`src/rtl/dmahs_pkg.sv`:
```
package dmahs_pkg;
    localparam int TYPE_W = 2;

    typedef enum logic [TYPE_W-1:0] {
        XFER_SINGLE = 2'b00,
        XFER_BURST  = 2'b01,
        XFER_FLUSH  = 2'b10,
        XFER_RSVD   = 2'b11
    } xfer_e;

    typedef enum logic [1:0] {
        ST_IDLE,
        ST_BURST_REQ,
        ST_WAIT_ACK,
        ST_FLUSH_REQ
    } st_e;

    typedef struct packed {
        logic single;
        logic burst;
        logic flush;
    } ack_ev_t;
endpackage

```
`src/rtl/dmahs_ack_decode.sv`:
```
module dmahs_ack_decode
    import dmahs_pkg::*;
(
    input  logic              ack_valid_i,
    input  logic              ack_ready_i,
    input  logic [TYPE_W-1:0] ack_type_i,
    output ack_ev_t           ev_o
);
    logic fire;

    assign fire = ack_valid_i && ack_ready_i;

    always_comb begin
        ev_o = '0;
        if (fire) begin
            unique case (xfer_e'(ack_type_i))
                XFER_SINGLE: ev_o.single = 1'b1;
                XFER_BURST:  ev_o.burst  = 1'b1;
                XFER_FLUSH:  ev_o.flush  = 1'b1;
                XFER_RSVD:   ev_o        = '0;
            endcase
        end
    end

    always_comb begin
        assert ($countones(ev_o) <= 1)
            else $error("a_r11_ack_decode_onehot");
    end
endmodule

```
`src/rtl/dmahs_req_fsm.sv`:
```
module dmahs_req_fsm
    import dmahs_pkg::*;
(
    input  logic              clk,
    input  logic              rst_n,
    input  logic              burst_req_i,
    input  logic              req_ready_i,
    input  ack_ev_t           ev_i,
    output logic              req_valid_o,
    output logic [TYPE_W-1:0] req_type_o
);
    st_e  state_q, state_d;
    logic fl_pend_q, fl_pend_d;
    logic hs;

    assign hs = req_valid_o && req_ready_i;

    always_comb begin
        state_d   = state_q;
        fl_pend_d = fl_pend_q;
        unique case (state_q)
            ST_IDLE: begin
                if (ev_i.flush)
                    state_d = ST_FLUSH_REQ;
                else if (burst_req_i)
                    state_d = ST_BURST_REQ;
            end
            ST_BURST_REQ: begin
                if (hs) begin
                    state_d   = (fl_pend_q || ev_i.flush) ? ST_FLUSH_REQ : ST_WAIT_ACK;
                    fl_pend_d = 1'b0;
                end else if (ev_i.flush) begin
                    fl_pend_d = 1'b1;
                end
            end
            ST_WAIT_ACK: begin
                if (ev_i.flush)
                    state_d = ST_FLUSH_REQ;
                else if (ev_i.burst)
                    state_d = burst_req_i ? ST_BURST_REQ : ST_IDLE;
            end
            ST_FLUSH_REQ: begin
                if (hs)
                    state_d = ST_IDLE;
            end
        endcase
    end

    always_ff @(posedge clk) begin
        if (!rst_n) begin
            state_q   <= ST_IDLE;
            fl_pend_q <= 1'b0;
        end else begin
            state_q   <= state_d;
            fl_pend_q <= fl_pend_d;
        end
    end

    always_comb begin
        req_valid_o = 1'b0;
        req_type_o  = XFER_SINGLE;
        unique case (state_q)
            ST_IDLE:      ;
            ST_BURST_REQ: begin req_valid_o = 1'b1; req_type_o = XFER_BURST; end
            ST_WAIT_ACK:  ;
            ST_FLUSH_REQ: begin req_valid_o = 1'b1; req_type_o = XFER_FLUSH; end
        endcase
    end

    a_r2_burst_raise: assert property (@(posedge clk) disable iff (!rst_n)
        (state_q == ST_IDLE && burst_req_i && !ev_i.flush)
        |=> (req_valid_o && req_type_o == XFER_BURST));

    a_r3_hold_while_stalled: assert property (@(posedge clk) disable iff (!rst_n)
        (req_valid_o && !req_ready_i) |=> (req_valid_o && $stable(req_type_o)));

    a_r5_single_quiet: assert property (@(posedge clk) disable iff (!rst_n)
        (state_q == ST_WAIT_ACK && ev_i.single) |=> !req_valid_o);

    a_r6_flush_answer: assert property (@(posedge clk) disable iff (!rst_n)
        ((state_q == ST_WAIT_ACK || state_q == ST_IDLE) && ev_i.flush)
        |=> (req_valid_o && req_type_o == XFER_FLUSH));

    a_r9_drop_on_handshake: assert property (@(posedge clk) disable iff (!rst_n)
        $fell(req_valid_o) |-> $past(req_ready_i));

    a_r8_type_legal: assert property (@(posedge clk) disable iff (!rst_n)
        req_valid_o |-> (req_type_o != XFER_RSVD));
endmodule

```
`src/rtl/dmahs_handshaker.sv`:
```
module dmahs_handshaker
    import dmahs_pkg::*;
(
    input  logic              clk,
    input  logic              rst_n,
    input  logic              burst_req_i,
    output logic              req_valid_o,
    input  logic              req_ready_i,
    output logic [TYPE_W-1:0] req_type_o,
    input  logic              ack_valid_i,
    output logic              ack_ready_o,
    input  logic [TYPE_W-1:0] ack_type_i
);
    ack_ev_t ev;

    assign ack_ready_o = 1'b1;

    dmahs_ack_decode u_ack_dec (
        .ack_valid_i (ack_valid_i),
        .ack_ready_i (ack_ready_o),
        .ack_type_i  (ack_type_i),
        .ev_o        (ev)
    );

    dmahs_req_fsm u_fsm (
        .clk         (clk),
        .rst_n       (rst_n),
        .burst_req_i (burst_req_i),
        .req_ready_i (req_ready_i),
        .ev_i        (ev),
        .req_valid_o (req_valid_o),
        .req_type_o  (req_type_o)
    );
endmodule

```
`config.mk`:
```
export PLATFORM = sky130hd
export DESIGN_NAME = dmahs_handshaker
export DESIGN_NICKNAME = d
export VERILOG_FILES = /design/src/rtl/dmahs_pkg.sv /design/src/rtl/dmahs_ack_decode.sv /design/src/rtl/dmahs_req_fsm.sv /design/src/rtl/dmahs_handshaker.sv
export SDC_FILE = /design/constraint.sdc
export NUM_CORES = 1
export LEC_CHECK = 0
export BUFFER_PORTS_ARGS = -buffer_cell sky130_fd_sc_hd__buf_2
export CAP_MARGIN = 30
export CORE_AREA = 8 8 45 47
export CTS_BUF_LIST = sky130_fd_sc_hd__clkbuf_16
export CTS_CLUSTER_SIZE = 8
export DETAILED_ROUTE_END_ITERATION = 10
export DIE_AREA = 0 0 53 55
export GPL_TIMING_DRIVEN = 0
export HOLD_SLACK_MARGIN = 0.12
export SLEW_MARGIN = 40
export SYNTH_ARGS = -nofsm -noshare
export SYNTH_HDL_FRONTEND = slang
export SYNTH_SLANG_ARGS = --single-unit
```
`constraint.sdc`:
```
create_clock -name clk -period 1.94 [get_ports clk]
set_input_delay 0.097 -clock clk [delete_from_list [all_inputs] [get_ports clk]]
set_output_delay 0.097 -clock clk [all_outputs]
set_load 0.02 [all_outputs]
```
==> metrics <==
switching share of power 20.64%; register area share after synthesis 30.38%; ys flop type dfxtp_1; Post-DP Area 262.8 um2; first-pass GRT wire length 952 um; CTS tree done; final WL 525 um; synthesized instance count 25; P per Cell Area 1303 nW/um2; core region area 1384 um2; crit path from u_fsm.state_q[1]; DIE WIDTH 53 um; P_sw 0.00009455 W; Initial Util 14.29%; outcome complete, no violations; CP cell instances and2b_2 > buf_2; Port Buffers 9; share of total power in the clock network 70.2%; die area 2915 um2; Pre-antenna DRT Iters 2; final net count 47; share of post-route cells with drive strength above 1 38.46%; initial DRC count 3; DR vias/cell 3.709; P_leak 0.1696 nW; WS Path Type flop to output port; clk sinks 3; vias in the first global route 222; # DRC 0; crit path max-delay cell type dfxtp_1; Final period util 58.38%; Top delay family on crit path flip-flops; Synth cell types 20; Synth Area per Inst 7.908 um2; # rows 14; post-synth top area cell dfxtp_1; GRT Util Overall 5.139%; Synth top area share 30.38%; # H-tree levels 1; CTS-repair resized insts 0; die height 55 um; Reg2Reg Setup Slack 980 ps; Setup Buffers After CTS 0; min-delay worst type input pin to flop; Post-synth EDFFs 0; Synth top cells by count dfxtp_1, a21oi_1, a2bb2oi_1, inv_1; RR Endpoint u_fsm.fl_pend_q; final hold vios 0; Final TNS setup 0 ps; R2R Path Start u_fsm.state_q[1]; Cell Area, Synth 197.7 um2; buffers and inverters on the worst path 1; Syn. warnings 0; synthesized flop and latch total 3; TritonCTS Buffers 3; Pwr Total 0.0004580 W; Worst path depth 2; vias 204; top-count cell post-synth dfxtp_1; Seq pwr share 16.8%; clk buf depth 2; Critical Path Source Type flop; initial antenna violation count 0; Critical Path End req_type_o[0]; routed len/inst 9.545 um; clk_lat worst skew 220 ps; area delta synth->final 77.85%; Logic pwr share 13.0%; CTS root buffer clkbuf_16; hpwl dp 412.6 um; IO Count 11; Crit path arrival time 1040 ps; RSZ-0062 raised after global routing false; max-slew violations 0; Final Skew 2.118 ps; clock transition at the registers of the reported paths 30 ps; pin count of the biggest net entering global routing 8; internal power 0.0003635 W; asr flop ratio synth 0%; # hold bufs at CTS 1; Post-DRT Antenna Nets 0; Overflow after GRT 0; final instance area 351.6 um2; Syn Nets 32; crit path max fanout 6; # setup viols final 0; post-layout min period 1133 ps; GPL Wtd Cong 0.6724; Largest stage delay, worst path 400 ps; f_max 882.9 MHz; maximum vdd drop 0.2322 mV; synth top area cells dfxtp_1, a2bb2oi_1, a21oi_1; Antenna diodes 0; nature of the critical path endpoint output port; depth of the most critical reg-to-reg path 3; number of max-cap violations 0; critical path required time 1840 ps
-- worst min-delay path by stage --
stage | start | endpoint | cells after the start
3_3_place_gp | req_ready_i | u_fsm.fl_pend_q | 2
5_1_grt | rst_n | u_fsm.state_q[1] | 3
3_5_place_dp | req_ready_i | u_fsm.fl_pend_q | 2
2_1_floorplan | req_ready_i | u_fsm.fl_pend_q | 1
4_1_cts | rst_n | u_fsm.state_q[1] | 3
6_report | rst_n | u_fsm.state_q[1] | 3
-- cells in the final DEF (no fill, tap or decap), types with 2 or more instances in the layout --
| cell | synthesis | routed |
|---|---|---|
| buf_2 | 0 | 9 |
| inv_1 | 2 | 3 |
| clkbuf_16 | 0 | 3 |
| dfxtp_1 | 3 | 3 |
| a2bb2oi_1 | 2 | 2 |
| a21oi_1 | 2 | 2 |
-- per-stage QoR --
| stage | cells | setup slack (ps) | util [%] | hold WS, ps |
|---|---|---|---|---|
| final | 55 | 807.3 | 25.41 | 124.2 |
| after global routing | 55 | 755.8 | 25.41 | 165.3 |
| after CTS | 55 | 792.5 | 25.41 | 120.9 |
| after detailed placement | 50 | 962.4 | 18.99 | 331.3 |
| after global placement | 50 | 980.0 | 18.99 | 329.9 |
| after floorplan | 25 | 977.7 | - | 191.4 |
-- state kept, by name, indices dropped and copies added, names as in the netlist --
signal / cells
u_fsm.state_q: 2
u_fsm.fl_pend_q: 1
-- power groups by stage --
stage	clock network [W]	registers [W]	logic (W)
floorplan	0	0.0000755	0.0000404
global placement	0	0.0000779	0.0000578
detailed placement	0	0.0000777	0.0000584
CTS	0.000328	0.0000770	0.0000602
global route	0.000335	0.0000785	0.0000677
finish	0.000322	0.0000767	0.0000596
-- kinds of logic after synthesis --
logic type                count (synthesis)  synth area share, %
buffers and inverters                     4                9.495
AOI/OAI and AO/OA                         8                28.48
other                                     1                1.897
DFF                                       3                30.38
and+or+nand+nor                           8                25.32
xor gates and xnor gates                  1                4.431
-- tightest hold or removal path, cell delays in order --
cell     delay, ps
buf_2           90
nand3_1         70
o31ai_1         60
-- routing by layer --
layer / wire, um / vias to the layer above / track usage [%]
li1: - / 112 / -
met1: 265 / 77 / 5.479
met2: 155 / 11 / 5.273
met3: 76 / 4 / 3.476
met4: 27 / 0 / 7.759
met5: 0 / - / 0
-- area by class of cell --
class	instances	area (um2)
clock inverters	1	3.754
clock buffers	3	75.07
fillers	151	1032
flip-flops and latches	3	60.06
multi-input cells	18	118.9
repair buffers	10	55.05
plain buffers	2	11.26
inverters	2	7.507
well taps	16	20.02
Note: power is estimated with default switching activity, not from simulation.
